$ cat src/rtl/sls_pkg.sv
package sls_pkg;
  typedef enum logic [1:0] {
    ST_IDLE  = 2'd0,
    ST_ARMED = 2'd1,
    ST_OPEN  = 2'd2
  } seq_state_t;

  localparam logic [7:0] CMD_EDIT = 8'h60;
  localparam logic [7:0] CMD_EXIT = 8'hF0;
endpackage

$ cat src/rtl/sls_cmd_fsm.sv
module sls_cmd_fsm
  import sls_pkg::*;
#(
  parameter int BW  = 2,
  parameter int SBW = 3,
  localparam int SW = BW + SBW
) (
  input  logic          clk,
  input  logic          rst,
  input  logic          wr_en,
  input  logic [SW-1:0] wr_sector,
  input  logic          wr_a6,
  input  logic [7:0]    wr_data,
  output logic          mode_open,
  output logic [BW-1:0] sel_bank,
  output logic          upd_en,
  output logic [SW-1:0] upd_idx,
  output logic          upd_val
);
  seq_state_t    st_q, st_d;
  logic [BW-1:0] bank_q, bank_d;
  logic [BW-1:0] wr_bank;
  logic          is_edit, is_exit, same_bank;

  assign wr_bank   = wr_sector[SW-1:SBW];
  assign is_edit   = wr_en && (wr_data == CMD_EDIT);
  assign is_exit   = wr_en && (wr_data == CMD_EXIT);
  assign same_bank = (wr_bank == bank_q);

  always_comb begin
    st_d   = st_q;
    bank_d = bank_q;
    if (is_exit) begin
      st_d = ST_IDLE;
    end else if (wr_en) begin
      unique case (st_q)
        ST_IDLE: if (is_edit) begin
          st_d   = ST_ARMED;
          bank_d = wr_bank;
        end
        ST_ARMED: st_d = (is_edit && same_bank) ? ST_OPEN : ST_IDLE;
        ST_OPEN:  st_d = ST_OPEN;
        default:  st_d = ST_IDLE;
      endcase
    end
  end

  always_ff @(posedge clk) begin
    if (rst) begin
      st_q   <= ST_IDLE;
      bank_q <= '0;
    end else begin
      st_q   <= st_d;
      bank_q <= bank_d;
    end
  end

  assign mode_open = (st_q == ST_OPEN);
  assign sel_bank  = bank_q;
  assign upd_en    = mode_open && is_edit && same_bank;
  assign upd_idx   = wr_sector;
  assign upd_val   = ~wr_a6;

  // a first write that is not 60h keeps the sequencer idle
  a_r3_idle_reject: assert property (@(posedge clk) disable iff (rst)
    (st_q == ST_IDLE && wr_en && wr_data != CMD_EDIT) |=> (st_q == ST_IDLE));

  // the exit command always returns to idle
  a_r7_exit_idle: assert property (@(posedge clk) disable iff (rst)
    (wr_en && wr_data == CMD_EXIT) |=> (st_q == ST_IDLE));

  // an open mode keeps its bank until it is closed
  a_r5_open_holds: assert property (@(posedge clk) disable iff (rst)
    (st_q == ST_OPEN && !(wr_en && wr_data == CMD_EXIT))
      |=> (st_q == ST_OPEN && $stable(bank_q)));
endmodule

$ cat src/rtl/sls_lock_store.sv
module sls_lock_store #(
  parameter int NSECT    = 32,
  parameter bit BOOT_LOW = 1'b1,
  localparam int SW = $clog2(NSECT)
) (
  input  logic             clk,
  input  logic             rst,
  input  logic             upd_en,
  input  logic [SW-1:0]    upd_idx,
  input  logic             upd_val,
  input  logic             wp_n,
  input  logic [SW-1:0]    wr_sector,
  output logic [NSECT-1:0] lock_vec,
  output logic             wr_allow
);
  logic [NSECT-1:0] bits_q, bits_d;
  logic [NSECT-1:0] boot_mask;
  logic [NSECT-1:0] force_mask;

  for (genvar g = 0; g < NSECT; g++) begin : g_boot
    if (BOOT_LOW) begin : g_low
      assign boot_mask[g] = (g < 2);
    end else begin : g_high
      assign boot_mask[g] = (g >= NSECT - 2);
    end
  end

  assign force_mask = wp_n ? '0 : boot_mask;

  always_comb begin
    bits_d = bits_q;
    if (upd_en) bits_d[upd_idx] = upd_val;
  end

  always_ff @(posedge clk) begin
    if (rst) begin
      bits_q   <= '1;
      lock_vec <= '1;
      wr_allow <= 1'b0;
    end else begin
      bits_q   <= bits_d;
      lock_vec <= bits_d | force_mask;
      wr_allow <= ~bits_q[wr_sector] & ~force_mask[wr_sector];
    end
  end

  // an accepted update lands in the stored bit
  a_r4_update_lands: assert property (@(posedge clk) disable iff (rst)
    upd_en |=> (bits_q[$past(upd_idx)] == $past(upd_val)));

  // the protect pin forces the boot sectors locked
  a_r9_boot_forced: assert property (@(posedge clk) disable iff (rst)
    !wp_n |=> ((lock_vec & boot_mask) == boot_mask));

  // a locked sector never grants write permission
  a_r10_no_allow_locked: assert property (@(posedge clk) disable iff (rst)
    bits_q[wr_sector] |=> !wr_allow);
endmodule

$ cat src/rtl/sector_lock_seq.sv
module sector_lock_seq #(
  parameter int NUM_BANKS     = 4,
  parameter int SECT_PER_BANK = 8,
  parameter bit BOOT_LOW      = 1'b1,
  localparam int BW    = $clog2(NUM_BANKS),
  localparam int SBW   = $clog2(SECT_PER_BANK),
  localparam int SW    = BW + SBW,
  localparam int NSECT = NUM_BANKS * SECT_PER_BANK
) (
  input  logic             clk,
  input  logic             rst,
  input  logic             wr_en,
  input  logic [SW-1:0]    wr_sector,
  input  logic             wr_a6,
  input  logic [7:0]       wr_data,
  input  logic             wp_n,
  input  logic             rd_req,
  input  logic [BW-1:0]    rd_bank,
  output logic [NSECT-1:0] lock_vec,
  output logic             wr_allow,
  output logic             rd_blocked
);
  logic          mode_open;
  logic [BW-1:0] sel_bank;
  logic          upd_en;
  logic [SW-1:0] upd_idx;
  logic          upd_val;

  sls_cmd_fsm #(.BW(BW), .SBW(SBW)) u_fsm (
    .clk       (clk),
    .rst       (rst),
    .wr_en     (wr_en),
    .wr_sector (wr_sector),
    .wr_a6     (wr_a6),
    .wr_data   (wr_data),
    .mode_open (mode_open),
    .sel_bank  (sel_bank),
    .upd_en    (upd_en),
    .upd_idx   (upd_idx),
    .upd_val   (upd_val)
  );

  sls_lock_store #(.NSECT(NSECT), .BOOT_LOW(BOOT_LOW)) u_store (
    .clk       (clk),
    .rst       (rst),
    .upd_en    (upd_en),
    .upd_idx   (upd_idx),
    .upd_val   (upd_val),
    .wp_n      (wp_n),
    .wr_sector (wr_sector),
    .lock_vec  (lock_vec),
    .wr_allow  (wr_allow)
  );

  always_ff @(posedge clk) begin
    if (rst) rd_blocked <= 1'b0;
    else     rd_blocked <= rd_req && mode_open && (rd_bank == sel_bank);
  end

  // reads are never refused while the mode is closed
  a_r8_no_block_closed: assert property (@(posedge clk) disable iff (rst)
    !mode_open |=> !rd_blocked);
endmodule

$ cat config.mk
export PLATFORM = sky130hd
export DESIGN_NAME = sector_lock_seq
export DESIGN_NICKNAME = d
export VERILOG_FILES = /design/src/rtl/sls_pkg.sv /design/src/rtl/sls_cmd_fsm.sv /design/src/rtl/sls_lock_store.sv /design/src/rtl/sector_lock_seq.sv
export SDC_FILE = /design/constraint.sdc
export NUM_CORES = 1
export LEC_CHECK = 0
export ABC_AREA = 1
export CORE_MARGIN = 1
export CORE_UTILIZATION = 50
export DETAILED_ROUTE_END_ITERATION = 7
export HOLD_SLACK_MARGIN = 0.02
export PLACE_DENSITY = 0.83
export SYNTH_ARGS = -nofsm -noshare
export SYNTH_HDL_FRONTEND = slang
export SYNTH_SLANG_ARGS = --single-unit
$ cat constraint.sdc
create_clock -name clk -period 1.66 [get_ports clk]
set_clock_uncertainty 0.2 [all_clocks]
set_input_delay 0.415 -clock clk [delete_from_list [all_inputs] [get_ports clk]]
set_output_delay 0.415 -clock clk [all_outputs]
set_load 0.05 [all_outputs]
* Yosys cells after proc, flatten, opt, wreduce, memory -nomap -nowiden
Cells that the tools add are included.
** Cells by class
- Magnitude comparators :: 2
- Eq/ne operators :: 7
- Mux-type cells :: 12
- Bitwise gates (word level) :: 6
- Reductions and logical operators :: 12
** Operator list (count)
- 32-bit bitwise mux :: 1
- 32-bit 2-to-1 mux :: 1
- 32-bit OR :: 1
- 1-bit binary-select mux with 5-bit select :: 2
- 8-bit by 7-bit equality test with 1-bit output, second input constant :: 1
- 8-bit equality test, second input constant :: 1
- 1-bit logical AND :: 8
- 5-bit by 6-bit less-than comparator with 1-bit output, second input constant :: 1
- 2-bit 2-to-1 mux :: 3
- 2-bit one-hot mux with 3 select lines :: 1
- 1-bit demux with 5-bit select :: 1
- 5-bit by 1-bit >= comparator with 1-bit output, second input constant :: 1
- 2-bit equality test :: 2
- 1-bit NOT :: 4
- 4-bit AND reduction :: 1
- 1-bit 2-to-1 mux :: 3
- 2-bit by 1-bit equality test with 1-bit output, second input constant :: 1
- 2-bit equality test, second input constant :: 1
- 2-bit logical NOT :: 1
- 2-bit by 1-bit inequality test with 1-bit output, second input constant :: 1
- 2-bit AND reduction :: 1
- 2-bit OR reduction :: 1
- 1-bit bitwise AND :: 1
** Storage, ports and cells
- Bits in registers :: 70
- Input bits :: 21

* Longest topological paths before layout
- Depth after elaboration :: 7
- Depth in mapped cells :: 11

* Hierarchy
Synthesis repeated with hierarchy kept, for this count alone.
** Second synthesis, totals
- Cell total of the unflattened synthesis :: 374
- Area total of the unflattened synthesis :: 2497.4 µm²
** By module, submodules not included
- sls_lock_store :: instances 1, cells each 305, area an instance 2067.0 µm²
- sls_cmd_fsm :: instances 1, cells each 58, area an instance 365.4 µm²
- sector_lock_seq :: instances 1, cells each 11, area an instance 65.1 µm²

* Least setup slack after synthesis
OpenSTA, ideal clock, no wires.
- Kind :: input to register
- Start point :: in wr_sector[4]
- End point :: reg u_store.bits_q[29]
- Arrival time :: 1.235 ns
- Data required time :: 1.330 ns
- Setup slack :: 0.095 ns
- Stages on the path :: 8
- Path buffers :: 2
- Path through :: buf_4 nand2_1 nand2_2 nor2_4 buf_6 nand4_1 nand2_1 nand3_1
** On the way
- Cells in the longest elaborated chain, start to end :: 6
** Ends and longest elaborated chain
- start: declaration :: line sector_lock_seq.sv:13 : input logic [SW-1:0] wr_sector,
- 5-bit by 6-bit less-than comparator with 1-bit output (not written as such) or 5-bit by 1-bit >= comparator with 1-bit output (tied branches) :: line sls_lock_store.sv:32 : if (upd_en) bits_d[upd_idx] = upd_val;
- 1-bit logical AND (not written as such) :: line sls_lock_store.sv:32
- 1-bit 2-to-1 mux (not written as such) :: line sls_lock_store.sv:32
- 1-bit demux with 5-bit select
- 32-bit bitwise mux :: line sls_lock_store.sv:32
- 32-bit 2-to-1 mux * :: line sls_lock_store.sv:32
- end signal: assignment :: line sls_lock_store.sv:41 : bits_q <= bits_d;
- end: declaration :: line sls_lock_store.sv:16 : logic [NSECT-1:0] bits_q, bits_d;
Every way passes the cells marked *; elsewhere a longest branch is shown, timed or not.
A chain may end at the register's enable or synchronous reset.

* Worst setup path after layout
- Start point :: in wr_sector[1]
- End point :: reg u_store.wr_allow
** On the way
- Cells in the longest elaborated chain, start to end :: 4
** Ends and longest elaborated chain
- 1-bit binary-select mux with 5-bit select :: line sls_lock_store.sv:43 : wr_allow <= ~bits_q[wr_sector] & ~force_mask[wr_sector];
- 1-bit 2-to-1 mux (not written as such) :: line sls_lock_store.sv:43
- 1-bit NOT :: line sls_lock_store.sv:43
- 1-bit bitwise AND * :: line sls_lock_store.sv:43
- end signal: assignment :: line sls_lock_store.sv:43
- end: declaration :: line sls_lock_store.sv:14 : output logic wr_allow
Every way passes the cells marked *; elsewhere a longest branch is shown, timed or not. The select of a mux whose other input is x is not followed.

==> impl_metrics.json <==
{
  "status": "completed",
  "pre_cts_slack_ns": -0.452,
  "cp.required_ns": 1.69,
  "fin_cells": 546,
  "stdcell_area_um2": 3960,
  "path_clk_slew_ns": 0.08,
  "worstPathCellList": "dlygate4sd2_1, buf_4, nand2_8, inv_1, nand2_1, nand2_1, nor2_1, nand2_1, nand2_1, nand3_1, nor2_1",
  "dr_total_vias": 3415,
  "routabilityCongestion": 0.925,
  "dpl_cell_area_um2": 3580,
  "die_area_um2": 5820,
  "syn_area_per_cell_um2": 6.36,
  "min_period_ns": 1.65,
  "die_width_um": 76.3,
  "fillCellCount": 329,
  "final_nets": 496,
  "num_io_pins": 55,
  "port_buffers": 54,
  "synth_cells": 434,
  "syn_nets": 455,
  "power_density_nw_per_um2": 545,
  "cp_max_fo": 9,
  "gr-total-overflow": 0,
  "antenna_left": 0,
  "peakVddDrop_uv": 462,
  "initialDrtViolationCount": 563,
  "ys_top_cells_by_count": "nand2_1, nand4_1, nand3_1, nor2_1, dfxtp_1",
  "dp_hpwl_mm": 5.27,
  "worstMarginPinSlew_ns": 0.316,
  "cts_tree": "built",
  "placementRows": 26,
  "synthFlopType": "dfxtp_1",
  "grt_use_total_pct": 29.8,
  "fmax_mhz": 605,
  "post-route-util_pct": 76.1,
  "viasPerCell": 6.25,
  "netlist_top_cells_area": "dfxtp_1, nand2_1, nand4_1",
  "slowest_delay_ns": 0.30,
  "syn-cell-area_um2": 2760,
  "hold_class": "input pin to flip-flop",
  "cts_made_buffers": 5,
  "max_cap_viol_count": 0,
  "htree_levels": 2,
  "crit_slowest_cell": "dlygate4sd2_1",
  "startpoint_type": "input pin",
  "leakagePower_nw": 1.91,
  "drc": 0,
  "synth-edff-count": 0,
  "setup_viol": 0,
  "synth_most_common_cell": "nand2_1",
  "synth_seq_cells": 40,
  "die_h_um": 76.3,
  "avgRoutedWirePerCell_um": 16.8,
  "ys_warn_count": 0,
  "async_reset_ff_share_pct": 0,
  "grt_max_degree": 32,
  "initial_core_util_pct": 53.0,
  "totalWireLength_mm": 9.17,
  "finalSetupTns_ns": 0,
  "crit_type": "input pin to flip-flop",
  "fin_crit_sh_pct": 99.5,
  "arrival_ns": 1.69,
  "yosys.area.top_type_share_pct": 29.0,
  "drv_slew": 0,
  "path_common_cell": "nand2_1",
  "grt_antenna_before_repair": 0,
  "synth_cell_types": 21,
  "finalHoldViolCount": 0,
  "grt_pass1_wl_mm": 14.0,
  "ys_seq_area_share_pct": 29.0,
  "antenna_cells": 0,
  "slew_headroom_pct": 78.9,
  "place_inst": 527,
  "coreArea_um2": 5200,
  "hold_ws_ns": 0.253,
  "power_mw": 2.16,
  "drt-pass1-iter-count": 6,
  "insertion_delay_ns": 0.30,
  "area_growth_pct": 43.4,
  "crit_buf_inv": 3,
  "cts_sinks": 40,
  "drive_above_1_share_pct": 26.7,
  "critPathTopFamily": "simple AND/OR/NAND/NOR gates",
  "post-synth-top-area-cell": "dfxtp_1",
  "grt_pass1_vias": 2896,
  "hold_buffers": 0,
  "layout_setup_ws_ns": 0.00778,
  "grt_setup_unrepaired": "true",
  "root_buffer": "clkbuf_8",
  "crit_path_end_kind": "flip-flop",
  "clk_path_buf_depth": 2
}
[routing by layer]
metal	global-route usage, %	vias to the layer above	part of all wire, %
li1	-	1514	-
met1	37.8	1485	35
met2	47.9	331	46
met3	5.51	85	14
met4	15.8	0	5.2
met5	0	-	0
[kinds of logic after synthesis]
kind of cell	synth area share (%)
compound gates	1.63
xor+xnor	0.635
buf+inv	19.3
flops	29.0
simple gates	49.5
[worst reg2reg max path, delay by kind of cell, from the launching register on]
| kind | cells | cell delay (ns) |
|---|---|---|
| AND/OR/NAND/NOR | 5 | 0.70 |
| buffers and inverters | 3 | 0.32 |
| flip-flops | 1 | 0.35 |
[layout by cell type (no fill, tap or decap), drive strengths merged]
master,n
clkdlybuf4s15,5
dlymetal6s2s,1
xor2,2
nand2,123
nor3,2
clkinv,2
o21ai,5
inv,29
dfxtp,40
nand4,63
clkbuf,10
nand3,54
clkinvlp,1
a21oi,4
nor2,53
bufinv,1
dlygate4sd2,3
clkdlybuf4s50,6
buf,72
[layout make-up]
| type | instances | area [µm²] | share of cell area (%) |
|---|---|---|---|
| clock buffer | 5 | 68.8 | 1.74 |
| clock inverter | 3 | 42.5 | 1.07 |
| inverter | 30 | 115 | 2.91 |
| multi-input combinational | 306 | 1540 | 38.9 |
| sequential | 40 | 806 | 20.4 |
| tap | 70 | 87.6 | 2.21 |
| timing repair buffer | 92 | 1300 | 32.8 |
[worst paths after layout]
| check | start | depth (start not counted) | slack, ns | endpoint |
|---|---|---|---|---|
| worst max-delay path | wr_sector[1] | 11 | 0.008 | u_store.wr_allow$_SDFF_PP0_ |
| worst max register to register | u_fsm.sel_bank[0]$_SDFFE_PP0P_ | 8 | 0.05 | u_store.bits_q[12]$_SDFFE_PP1P_ |
| worst min-delay path | wr_sector[3] | 3 | 0.25 | u_fsm.sel_bank[0]$_SDFFE_PP0P_ |
| worst min register to register | u_fsm.sel_bank[0]$_SDFFE_PP0P_ | 2 | 0.29 | u_fsm.sel_bank[0]$_SDFFE_PP0P_ |
[what timing repair did]
item	CTS	global route
setup buffers	3	4
endpoints found under the setup margin	36	35
cloned	4	0
pin swaps	9	11
resized for setup	37	37
[flip-flops by register name, indices dropped and copies added (netlist names)]
register and flops:
u_fsm.st_q 2, u_fsm.sel_bank 2, u_store.bits_q 32, u_store.wr_allow 1, u_store.lock_vec 2, rd_blocked 1
[power breakdown]
group / total, mW / switching [mW] / internal, mW
clock: 0.832 / 0.387 / 0.446
combinational: 0.362 / 0.226 / 0.136
sequential: 0.963 / 0.00275 / 0.960
total: 2.16 / 0.615 / 1.54
No activity file was read; power rests on OpenSTA's default activity.
